`src/rtl/pdi_pkg.sv`:
```
package pdi_pkg;

    // Three-level feed-forward code
    typedef enum logic [1:0] {
        TERN_NEG  = 2'b00,
        TERN_ZERO = 2'b01,
        TERN_POS  = 2'b11
    } tern_e;

    // Detector pending flags
    typedef struct packed {
        logic up;
        logic dn;
    } pfd_t;

    localparam int NUM_OSC = 2;
    localparam int OSC_A   = 0;
    localparam int OSC_B   = 1;

    function automatic tern_e tern_encode(input logic active, input logic dir_up);
        tern_e r;
        if (!active)     r = TERN_ZERO;
        else if (dir_up) r = TERN_POS;
        else             r = TERN_NEG;
        return r;
    endfunction

endpackage

```
`src/rtl/pdi_edge.sv`:
```
module pdi_edge #(
    parameter int SYNC_STAGES = 2
) (
    input  logic clk,
    input  logic rst,
    input  logic osc,
    output logic pulse
);
    localparam int CHAIN_W = SYNC_STAGES + 1;

    logic [CHAIN_W-1:0] chain;

    always_ff @(posedge clk) begin
        if (rst) chain <= '0;
        else     chain <= {chain[CHAIN_W-2:0], osc};
    end

    // One-cycle pulse on a synchronized rising edge
    assign pulse = chain[SYNC_STAGES-1] & ~chain[SYNC_STAGES];

    a_r1_single_cycle_pulse: assert property (@(posedge clk) disable iff (rst)
        pulse |=> !pulse);

endmodule

```
`src/rtl/pdi_clkgen.sv`:
```
module pdi_clkgen (
    input  logic clk,
    input  logic rst,
    input  logic pulse_a,
    input  logic pulse_b,
    output logic tick
);
    logic merged;
    logic half;

    assign merged = pulse_a | pulse_b;

    always_ff @(posedge clk) begin
        if (rst)         half <= 1'b0;
        else if (merged) half <= ~half;
    end

    // Rising edge of the halved merged-event clock
    assign tick = merged & ~half;

    a_r4_no_back_to_back: assert property (@(posedge clk) disable iff (rst)
        tick |=> !tick);

    a_r4_needs_event: assert property (@(posedge clk) disable iff (rst)
        tick |-> (pulse_a || pulse_b));

endmodule

```
`src/rtl/pdi_pfd.sv`:
```
module pdi_pfd
    import pdi_pkg::*;
(
    input  logic clk,
    input  logic rst,
    input  logic pulse_a,
    input  logic pulse_b,
    input  logic tick,
    output pfd_t state,
    output logic sign
);
    logic only_a;
    logic only_b;
    logic raw_sign;
    pfd_t nxt;

    assign only_a = pulse_a & ~pulse_b;
    assign only_b = pulse_b & ~pulse_a;

    always_comb begin
        nxt.up = state.up | only_a;
        nxt.dn = state.dn | only_b;
        if (nxt.up && nxt.dn) nxt = '0;
    end

    always_ff @(posedge clk) begin
        if (rst) begin
            state    <= '0;
            raw_sign <= 1'b0;
            sign     <= 1'b0;
        end else begin
            state <= nxt;
            if (only_a && !state.dn)      raw_sign <= 1'b1;
            else if (only_b && !state.up) raw_sign <= 1'b0;
            if (tick) sign <= raw_sign;
        end
    end

    a_r2_a_raises_up: assert property (@(posedge clk) disable iff (rst)
        (only_a && !state.dn) |=> state.up);

    a_r2_b_raises_dn: assert property (@(posedge clk) disable iff (rst)
        (only_b && !state.up) |=> state.dn);

    a_r2_answer_clears: assert property (@(posedge clk) disable iff (rst)
        (only_b && state.up) |=> (!state.up && !state.dn));

    a_r3_coincident_hold: assert property (@(posedge clk) disable iff (rst)
        (pulse_a && pulse_b) |=> ($stable(state) && $stable(raw_sign)));

    a_r5_sign_hold: assert property (@(posedge clk) disable iff (rst)
        !tick |=> $stable(sign));

endmodule

```
`src/rtl/pdi_counter.sv`:
```
module pdi_counter #(
    parameter int CNT_W = 9
) (
    input  logic             clk,
    input  logic             rst,
    input  logic             tick,
    input  logic             step_en,
    input  logic             dir_up,
    output logic [CNT_W-1:0] count
);
    localparam logic [CNT_W-1:0] MID = CNT_W'(1) << (CNT_W - 1);
    localparam logic [CNT_W-1:0] TOP = '1;

    logic [CNT_W-1:0] t_up;
    logic [CNT_W-1:0] t_dn;
    logic [CNT_W-1:0] tog;
    logic             sat;
    logic             adv;

    assign sat = dir_up ? (&count) : ~(|count);
    assign adv = tick & step_en & ~sat;

    // Toggle-enable chain per bit, direction chosen by a mux
    for (genvar i = 0; i < CNT_W; i++) begin : g_bit
        if (i == 0) begin : g_lsb
            assign t_up[i] = 1'b1;
            assign t_dn[i] = 1'b1;
        end else begin : g_upper
            assign t_up[i] = t_up[i-1] &  count[i-1];
            assign t_dn[i] = t_dn[i-1] & ~count[i-1];
        end
        assign tog[i] = adv & (dir_up ? t_up[i] : t_dn[i]);

        always_ff @(posedge clk) begin
            if (rst) count[i] <= MID[i];
            else     count[i] <= count[i] ^ tog[i];
        end
    end

    a_r6_unit_step: assert property (@(posedge clk) disable iff (rst)
        1'b1 |=> (count == $past(count) || count == $past(count) + 1'b1
                  || count == $past(count) - 1'b1));

    a_r6_no_wrap_top: assert property (@(posedge clk) disable iff (rst)
        (count == TOP) |=> (count != '0));

    a_r6_no_wrap_bottom: assert property (@(posedge clk) disable iff (rst)
        (count == '0) |=> (count != TOP));

    a_r6_idle_hold: assert property (@(posedge clk) disable iff (rst)
        !tick |=> $stable(count));

endmodule

```
`src/rtl/pdi_top.sv`:
```
module pdi_top
    import pdi_pkg::*;
#(
    parameter int CNT_W       = 9,
    parameter int SYNC_STAGES = 2
) (
    input  logic             clk,
    input  logic             rst,
    input  logic             osc_a,
    input  logic             osc_b,
    output logic [CNT_W-1:0] count,
    output logic             sign,
    output logic [1:0]       tcode
);
    logic [NUM_OSC-1:0] osc_in;
    logic [NUM_OSC-1:0] pulse;
    logic               tick;
    logic               active;
    pfd_t               pfd_st;
    tern_e              tern;

    assign osc_in = {osc_b, osc_a};

    for (genvar k = 0; k < NUM_OSC; k++) begin : g_osc
        pdi_edge #(.SYNC_STAGES(SYNC_STAGES)) u_edge (
            .clk   (clk),
            .rst   (rst),
            .osc   (osc_in[k]),
            .pulse (pulse[k])
        );
    end

    pdi_clkgen u_clkgen (
        .clk     (clk),
        .rst     (rst),
        .pulse_a (pulse[OSC_A]),
        .pulse_b (pulse[OSC_B]),
        .tick    (tick)
    );

    pdi_pfd u_pfd (
        .clk     (clk),
        .rst     (rst),
        .pulse_a (pulse[OSC_A]),
        .pulse_b (pulse[OSC_B]),
        .tick    (tick),
        .state   (pfd_st),
        .sign    (sign)
    );

    assign active = pfd_st.up | pfd_st.dn;

    pdi_counter #(.CNT_W(CNT_W)) u_counter (
        .clk     (clk),
        .rst     (rst),
        .tick    (tick),
        .step_en (active),
        .dir_up  (sign),
        .count   (count)
    );

    assign tern  = tern_encode(active, sign);
    assign tcode = tern;

    a_r8_legal_code: assert property (@(posedge clk) disable iff (rst)
        tcode != 2'b10);

    a_r2_exclusive_flags: assert property (@(posedge clk) disable iff (rst)
        !(pfd_st.up && pfd_st.dn));

    a_r8_idle_zero: assert property (@(posedge clk) disable iff (rst)
        !active |-> (tcode == 2'b01));

endmodule

```
`config.mk`:
```
export PLATFORM = sky130hd
export DESIGN_NAME = pdi_top
export DESIGN_NICKNAME = d
export VERILOG_FILES = /design/src/rtl/pdi_pkg.sv /design/src/rtl/pdi_edge.sv /design/src/rtl/pdi_clkgen.sv /design/src/rtl/pdi_pfd.sv /design/src/rtl/pdi_counter.sv /design/src/rtl/pdi_top.sv
export SDC_FILE = /design/constraint.sdc
export NUM_CORES = 1
export LEC_CHECK = 0
export BUFFER_PORTS_ARGS = -buffer_cell sky130_fd_sc_hd__clkbuf_2
export CAP_MARGIN = 0
export CORE_MARGIN = 10
export CORE_UTILIZATION = 37
export CTS_CLUSTER_SIZE = 28
export DETAILED_ROUTE_END_ITERATION = 10
export PLACE_DENSITY = 0.68
export SLEW_MARGIN = 10
export SYNTH_ARGS = -nofsm -noshare
export SYNTH_HDL_FRONTEND = slang
export SYNTH_SLANG_ARGS = --single-unit
```
`constraint.sdc`:
```
create_clock -name clk -period 3.4 [get_ports clk]
set_input_delay 0.51 -clock clk [delete_from_list [all_inputs] [get_ports clk]]
set_output_delay 0.51 -clock clk [all_outputs]
set_load 0.02 [all_outputs]
```
**Word-level counts from Yosys, hierarchy flattened**

Index checks and enable logic that the tools add are counted.

- Bits in registers: 20
- Output and inout port bits: 12
- Logic and storage cells: 95

- Muxes and demuxes: 13
- Bitwise operators: 57
- Reduce and logical (&&, ||, !) cells: 9

Operators by type and width:

| cell | count |
|---|---|
| 1-bit bitwise AND | 29 |
| 1-bit inverter | 15 |
| 1-bit two-way mux | 11 |
| 9-bit AND reduction | 1 |
| 9-bit OR reduction | 1 |
| 1-bit bitwise XOR | 9 |
| 2-bit two-way mux | 2 |
| 1-bit bitwise OR | 4 |
| 1-bit logical AND | 3 |
| 1-bit logical NOT | 2 |
| 2-bit nonzero test | 1 |
| 2-bit OR reduction | 1 |

**Longest topological paths before layout**

Gate-level depths: netlist of run 1.

- Depth after elaboration: 11
- Mapped depth: 7
- Mapped depth without buffers: 5

**Modules after synthesis**

Synthesis of run 1 repeated with hierarchy kept, for this count alone.

- Cells, all modules: 105
- Area total of the unflattened synthesis: 970.9 um^2

By module, submodules not included:

| module | sequential area each (um^2) | instances | area each (um^2) | cells each |
|---|---|---|---|---|
| pdi_counter | 180.2 | 1 | 569.3 | 65 |
| pdi_edge | 60.1 | 2 | 87.6 | 7 |
| pdi_pfd | 80.1 | 1 | 155.1 | 17 |
| pdi_clkgen | 20.0 | 1 | 50.0 | 6 |
| pdi_top | 0.0 | 1 | 21.3 | 3 |

**Worst setup path after synthesis of run 1**

Ideal clock, no wire load.

- Kind: reg2reg
- From: reg u_pfd.sign
- To: reg u_counter.count[7]
- Clock period less this slack: 2.098 ns
- Arrival time: 1.977 ns
- Required time: 3.279 ns
- Setup time: 0.121 ns
- Cell stages (with the launch flop): 6
- Setup slack: 1.302 ns
- Path through: dfxtp_1 -> or4_4 -> or2_0 -> a211o_2 -> a21oi_1 -> mux2_2

- Word-level cells in the longest chain between the ends: 5
- Elaborated cells between the ends (all ways): 6
- Classes of those cells: mux: 2; bitwise: 4

Ends and longest elaborated chain:

| item | line | RTL |
|---|---|---|
| start, declared | pdi_pfd.sv:10 | `output logic sign` |
| start signal, assigned | pdi_pfd.sv:35 | `if (tick) sign <= raw_sign;` |
| 1-bit two-way mux | pdi_counter.sv:20 | `assign sat = dir_up ? (&count) : ~(\|count);` |
| 1-bit inverter | pdi_counter.sv:21 | `assign adv = tick & step_en & ~sat;` |
| 1-bit bitwise AND | pdi_counter.sv:21 |  |
| 1-bit bitwise AND (*) | pdi_counter.sv:32 | `assign tog[i] = adv & (dir_up ? t_up[i] : t_dn[i]);` |
| 1-bit bitwise XOR (*) | pdi_counter.sv:36 | `else count[i] <= count[i] ^ tog[i];` |
| end signal, assigned by index | pdi_counter.sv:35 | `if (rst) count[i] <= MID[i];` |
| end signal, assigned by index | pdi_counter.sv:36 |  |
| end, declared | pdi_counter.sv:9 | `output logic [CNT_W-1:0] count` |

Mark *: on every way between the ends. The rest lies on a longest branch, timed or not.
A chain may end at the register's enable or synchronous reset.

**Worst setup path in the final report of run 1**

Ends and elaborated chain as after synthesis.

==> results of run 1 <==
[stage by stage]
step	hold slack, ns	setup slack, ns	std cells	total power (W)
after floorplan	0.414	1.30	109	0.000303
after global placement	0.420	1.34	150	0.000315
after detailed placement	0.433	1.30	150	0.000318
after CTS	0.407	1.28	153	0.000432
after global routing	0.434	1.18	153	0.000449
final	0.419	1.29	153	0.000424
[flip-flops by register name, indices dropped and copies added, names as in the netlist]
signal,count
u_pfd.raw_sign,1
u_pfd.state,2
u_clkgen.half,1
u_pfd.sign,1
u_counter.count,9
g_osc.u_edge.chain,6
[per-layer routing]
metal | wire length [um] | vias up | global-route usage
met5 | 0 | - | 0
met4 | 0 | 0 | 0.0132
met3 | 94 | 0 | 0.0367
met2 | 880 | 12 | 0.127
met1 | 832 | 356 | 0.0811
li1 | - | 410 | -
[final timing paths]
| path | start | end | slack, ns | cells past startpoint |
|---|---|---|---|---|
| setup / recovery | u_pfd.sign$_SDFFE_PP0P_ | u_counter.count[7]$_SDFF_PP0_ | 1.29 | 5 |
| hold / removal | osc_b | g_osc[1].u_edge.chain[0]$_SDFF_PP0_ | 0.42 | 2 |
| setup reg to reg | u_pfd.sign$_SDFFE_PP0P_ | u_counter.count[7]$_SDFF_PP0_ | 1.29 | 5 |
| hold reg to reg | g_osc[0].u_edge.chain[0]$_SDFF_PP0_ | g_osc[0].u_edge.chain[1]$_SDFF_PP0_ | 0.45 | 1 |
[power breakdown]
part           internal (W)  switching (W)  leakage (nW)
combinational     0.0000263      0.0000318         0.240
sequential         0.000244     0.00000954         0.163
clock             0.0000413      0.0000714        0.0138
total              0.000311       0.000113         0.417
[cell type report]
class,instances,area [sq um],share of cell area
Sequential cell,20,400,0.387
Timing Repair Buffer,15,75.1,0.0726
Clock buffer,3,22.5,0.0218
Inverter,3,11.3,0.0109
Multi-Input combinational cell,82,488,0.472
Tap cell,30,37.5,0.0363
[worst max-delay path, stage by stage, from the launching register on]
cell and delay [ns]:
dfxtp_1 0.38, or4_4 0.59, or2_0 0.27, a211o_2 0.31, a21oi_1 0.13, mux2_2 0.34
[cells by family (layout without fill, tap and decap cells)]
family / count (synthesis) / after routing / synth area share
and+or+nand+nor: 51 / 51 / 0.313
AOI/OAI and AO/OA: 25 / 25 / 0.150
DFF: 20 / 20 / 0.434
buffers and inverters: 7 / 21 / 0.0379
muxes: 3 / 3 / 0.0352
xor gates and xnor gates: 2 / 2 / 0.0190
adders and majority gates: 1 / 1 / 0.0108
[cells in the final DEF, fill, tap and decap left out, types with 2 or more instances in the layout]
cell type  count
a211oi_1       2
a21oi_1       11
clkbuf_2      15
clkbuf_4       3
dfxtp_1       20
inv_1          3
mux2_2         2
nand2_1        2
nand3_1        2
nand4_1        2
nor2_1        15
nor2b_1        8
nor3_1         4
o21ai_0       10
or3_1          6
or4_1          2
xor2_1         2
==> flow_summary.json, run 1 <==
{
  "run_status": "complete, no violations",
  "vias": 778,
  "antenna_left": 0,
  "final_core_util": 0.425,
  "finalClockSkew_ns": 0.0117,
  "drt-total-wl_um": 1810,
  "cap_violations": 0,
  "p_leak_nw": 0.417,
  "netlist_top_cells_count": "dfxtp_1 (20), nor2_1 (15), a21oi_1 (11), o21ai_0 (10), nor2b_1 (8)",
  "final_max_slew_viol_count": 0,
  "crit_type": "flop to flop",
  "die_area_sq_um": 4890,
  "ctsResizeCount": 0,
  "required_ns": 3.61,
  "rsz0062_at_grt": "no",
  "io_pins": 16,
  "slew_headroom": 0.698,
  "first_global_vias": 719,
  "syn_area_sq_um": 923,
  "port_buffers": 15,
  "diodes": 0,
  "area_growth_pct": 12.1,
  "cts_tree": "done",
  "holdBufCountCts": 0,
  "die-width_um": 70.0,
  "gp_congestion": 0.743,
  "wl_per_cell_um": 11.8,
  "start_kind": "flop",
  "insertion_delay_ns": 0.30,
  "grt_pass1_wl_um": 3140,
  "rows": 18,
  "yosys_warnings": 0,
  "worstMarginPinSlew_ns": 0.453,
  "syn_nets": 113,
  "crit_arrival_ns": 2.32,
  "cts_max_level": 1,
  "coreArea_sq_um": 2430,
  "seq_area_frac_synth": 0.434,
  "grt_antenna_before_repair": 0,
  "drc_errors": 0,
  "drive_above_1_share": 0.228,
  "fin_nets": 129,
  "synth_cell_types": 32,
  "grtUsageTotal": 0.0741,
  "cts_setup_buffers": 0,
  "placed_area_sq_um": 1010,
  "synth_area_leaders": "dfxtp_1 (43%), nor2_1 (6.1%), a21oi_1 (6.0%)",
  "vdd_drop_max_uv": 215,
  "synth_flop_cell": "dfxtp_1",
  "fillers": 261,
  "clock_sinks": 20,
  "finalSetupViolations": 0,
  "tns_ns": 0,
  "cts_buffer_depth": 2,
  "async_flop_share": 0,
  "cts-root-buf": "clkbuf_4",
  "hold_viol": 0,
  "start_util": 0.380,
  "synth_most_common_cell": "dfxtp_1",
  "dr.pass1.iters": 4,
  "worstHoldPathType": "primary input to flop",
  "vias_per_cell": 5.08,
  "yosysTopAreaCell": "dfxtp_1",
  "grt_max_degree": 23,
  "drtIter0Drc": 41,
  "cp_max_fo": 7,
  "finalCriticalPeriod_ns": 2.12,
  "design_area_sq_um": 1030,
  "synth_edf_count": 0,
  "clkSlewWorstSetupHoldPaths_ns": 0.11,
  "cts_buffers": 3,
  "powerDensity_nw_per_um2": 410,
  "dp_hpwl_um": 1300,
  "ys_ff_latch": 20,
  "netlist_instances": 109,
  "period_share": 0.622,
  "overflow": 0,
  "die_h_um": 70.0,
  "syn_avg_cell_area_sq_um": 8.47,
  "endpoint_kind": "flop",
  "fmax_mhz": 473,
  "synthDominantCellAreaShare": 0.434
}
(Power assumes the default switching activity.)
==> run 2, diff against run 1 <==
--- a/config.mk
+++ b/config.mk
@@ -5,13 +5,14 @@
 export SDC_FILE = /design/constraint.sdc
 export NUM_CORES = 1
 export LEC_CHECK = 0
+export ABC_AREA = 1
 export BUFFER_PORTS_ARGS = -buffer_cell sky130_fd_sc_hd__clkbuf_2
 export CAP_MARGIN = 0
 export CORE_MARGIN = 10
 export CORE_UTILIZATION = 37
 export CTS_CLUSTER_SIZE = 28
 export DETAILED_ROUTE_END_ITERATION = 10
-export PLACE_DENSITY = 0.68
+export PLACE_DENSITY = 0.67
 export SLEW_MARGIN = 10
 export SYNTH_ARGS = -nofsm -noshare
 export SYNTH_HDL_FRONTEND = slang
==> constraint.sdc (replaced) <==
create_clock -name clk -period 2.1 [get_ports clk]
set_input_delay 0.315 -clock clk [delete_from_list [all_inputs] [get_ports clk]]
set_output_delay 0.315 -clock clk [all_outputs]
set_load 0.02 [all_outputs]
==> run 2 against run 1 <==
Against the previous run:
- design area increased by 11%
- via count increased by 28%
- critical path depth shrank 2
- total power increased by 98%
- hold slack got worse by 0.23 ns
- first-iteration DRC count up 110%
- count of clock-buffer cells in the layout unchanged
- worst setup slack got worse by 0.76 ns
- flip-flop and latch count did not move
- global-route usage is 1.7 points higher
- synthesized area is 9.3% higher
- largest power group unchanged
==> flow_summary.json, run 2 <==
{
  "start_util": 0.397,
  "wl_per_cell_um": 10.8,
  "cts-root-buf": "clkbuf_4",
  "vdd_drop_max_uv": 526,
  "drive_above_1_share": 0.144,
  "finalClockSkew_ns": 0.0115,
  "largestRegisters": "u_counter.count x9, g_osc.u_edge.chain x6, u_pfd.state x2",
  "grt_max_degree": 13,
  "diodes": 0,
  "die-width_um": 72.2,
  "hold_viol": 0,
  "syn_avg_cell_area_sq_um": 6.31,
  "synth_compound_area_frac": 0.0644,
  "vias_per_cell": 4.88,
  "p_leak_nw": 0.565,
  "io_pins": 16,
  "cap_violations": 0,
  "powerDensity_nw_per_um2": 735,
  "top_register": "u_counter.count",
  "final_common_cell": "nand2_1",
  "worstHoldPathType": "primary input to flop",
  "overflow": 0,
  "synthDominantCellAreaShare": 0.397,
  "fillers": 266,
  "cp_slowest_cell": "dfxtp_1",
  "synthXorXnorAreaFrac": 0.00867,
  "final_core_util": 0.450,
  "tns_ns": 0,
  "gp_congestion": 0.895,
  "dr.pass1.iters": 4,
  "finalSetupViolations": 0,
  "cp_max_fo": 10,
  "muxShareOfSynthArea": 0,
  "seq_area_frac_synth": 0.397,
  "final_max_slew_viol_count": 0,
  "synth_flop_cell": "dfxtp_1",
  "slew_headroom": 0.736,
  "fin_ws_ns": 0.528,
  "netlist_instances": 160,
  "wl_met1_um": 920,
  "finalCriticalPeriod_ns": 1.57,
  "area_growth_pct": 13.4,
  "synth_most_common_cell": "nand2_1",
  "yosys_warnings": 0,
  "async_flop_share": 0,
  "cts_buffers": 3,
  "fmax_mhz": 636,
  "clock_sinks": 20,
  "dp_hpwl_um": 1710,
  "crit_arrival_ns": 1.26,
  "port_buffers": 15,
  "cp_top_family": "flip-flops",
  "cts_tree": "done",
  "yosysTopAreaCell": "dfxtp_1",
  "period_share": 0.749,
  "synth_edf_count": 0,
  "die_area_sq_um": 5220,
  "drt-total-wl_um": 2200,
  "start_kind": "flop",
  "netlist_top_cells_count": "nand2_1 (34), nor2_1 (33), inv_1 (26), dfxtp_1 (20), nand3_1 (15)",
  "worstMarginPinSlew_ns": 0.396,
  "syn_nets": 164,
  "grt_pass1_wl_um": 3960,
  "dr_wl_met2_um": 1120,
  "slowest_delay_ns": 0.53,
  "path_cells": "inv_2 -> nor2_1 -> clkbuf_2",
  "grt_antenna_before_repair": 0,
  "cts_max_level": 1,
  "required_ns": 1.78,
  "insertion_delay_ns": 0.31,
  "yosys.area_share.simple": 0.397,
  "endpoint_kind": "primary output",
  "synth_cell_types": 17,
  "run_status": "complete, no violations",
  "ctsResizeCount": 0,
  "cp_num_buf_inv": 2,
  "cts_setup_buffers": 0,
  "die_h_um": 72.2,
  "cts_buffer_depth": 2,
  "wl_met3_um": 152,
  "synth_area_leaders": "dfxtp_1 (40%), nand2_1 (13%), nor2_1 (12%)",
  "fin_nets": 179,
  "vias": 995,
  "rows": 18,
  "holdBufCountCts": 0,
  "first_global_vias": 956,
  "grtUsageTotal": 0.0913,
  "ys_ff_latch": 20,
  "largest_reg_flops": 9,
  "coreArea_sq_um": 2540,
  "top_layer": "met4",
  "rsz0062_at_grt": "no",
  "crit_type": "flop to primary output",
  "synth_top_family_by_area": "simple AND/OR/NAND/NOR gates",
  "drc_errors": 0,
  "antenna_left": 0,
  "final_cell_mix": "nand2_1 (34), nor2_1 (33), inv_1 (26)",
  "drtIter0Drc": 85,
  "dp_slack_ns": 0.623,
  "clkSlewWorstSetupHoldPaths_ns": 0.11,
  "synth-adder-area-share": 0,
  "syn_area_sq_um": 1010
}
-- run 2: cell type report --
type	instances	area [sq um]	area share
inverters	28	105	0.0918
clock buffers	3	22.5	0.0197
clock inverters	1	30.0	0.0262
well taps	30	37.5	0.0328
repair buffers	15	75.1	0.0656
flip-flops and latches	20	400	0.350
multi-input cells	107	474	0.414
-- run 2: through the flow --
step           hold WS [ns]  instance area [sq um]  power [W]  std cells
3_3_place_gp          0.393                   1090   0.000529        200
5_1_grt               0.179                   1140   0.000885        204
4_1_cts               0.180                   1140   0.000847        204
2_1_floorplan         0.388                   1010   0.000507        160
6_report              0.188                   1140   0.000841        204
3_5_place_dp          0.402                   1090   0.000533        200
-- run 2: report_power, final --
group / internal (W) / switching, W / total, W
sequential: 0.000395 / 0.0000174 / 0.000413
clock: 0.000193 / 0.000125 / 0.000318
combinational: 0.0000381 / 0.0000730 / 0.000111
total: 0.000626 / 0.000215 / 0.000841
-- run 2: cells by family (layout without fill, tap and decap cells) --
| group | count (synthesis) | count (layout) |
|---|---|---|
| AOI/OAI and AO/OA | 13 | 13 |
| xor gates and xnor gates | 1 | 1 |
| buffers and inverters | 33 | 47 |
| and+or+nand+nor | 93 | 93 |
| DFF | 20 | 20 |
-- run 2: worst register-to-register path, stage by stage (launching register included) --
cell     delay, ns
dfxtp_1       0.53
inv_2         0.13
nand2_1       0.09
nor2_1        0.05
nand2_1       0.09
nand3_2       0.15
nor2_1        0.18
nand2_1       0.08
nand2_1       0.06
nor2_1        0.04
-- run 2: path summary, 6_finish.rpt --
kind | startpoint | endpoint | slack, ns | depth (start not counted)
setup reg to reg | u_pfd.sign$_SDFFE_PP0P_ | u_counter.count[2]$_SDFF_PP0_ | 0.62 | 9
hold / removal | osc_a | g_osc[0].u_edge.chain[0]$_SDFF_PP0_ | 0.19 | 3
hold reg to reg | g_osc[0].u_edge.chain[0]$_SDFF_PP0_ | g_osc[0].u_edge.chain[1]$_SDFF_PP0_ | 0.42 | 2
setup / recovery | u_pfd.sign$_SDFFE_PP0P_ | tcode[1] | 0.53 | 3
-- run 2: per-layer routing --
metal / global-route usage / vias up
met3: 0.0395 / 2
met1: 0.101 / 440
li1: - / 521
met4: 0.0280 / 0
met2: 0.154 / 32
met5: 0 / -
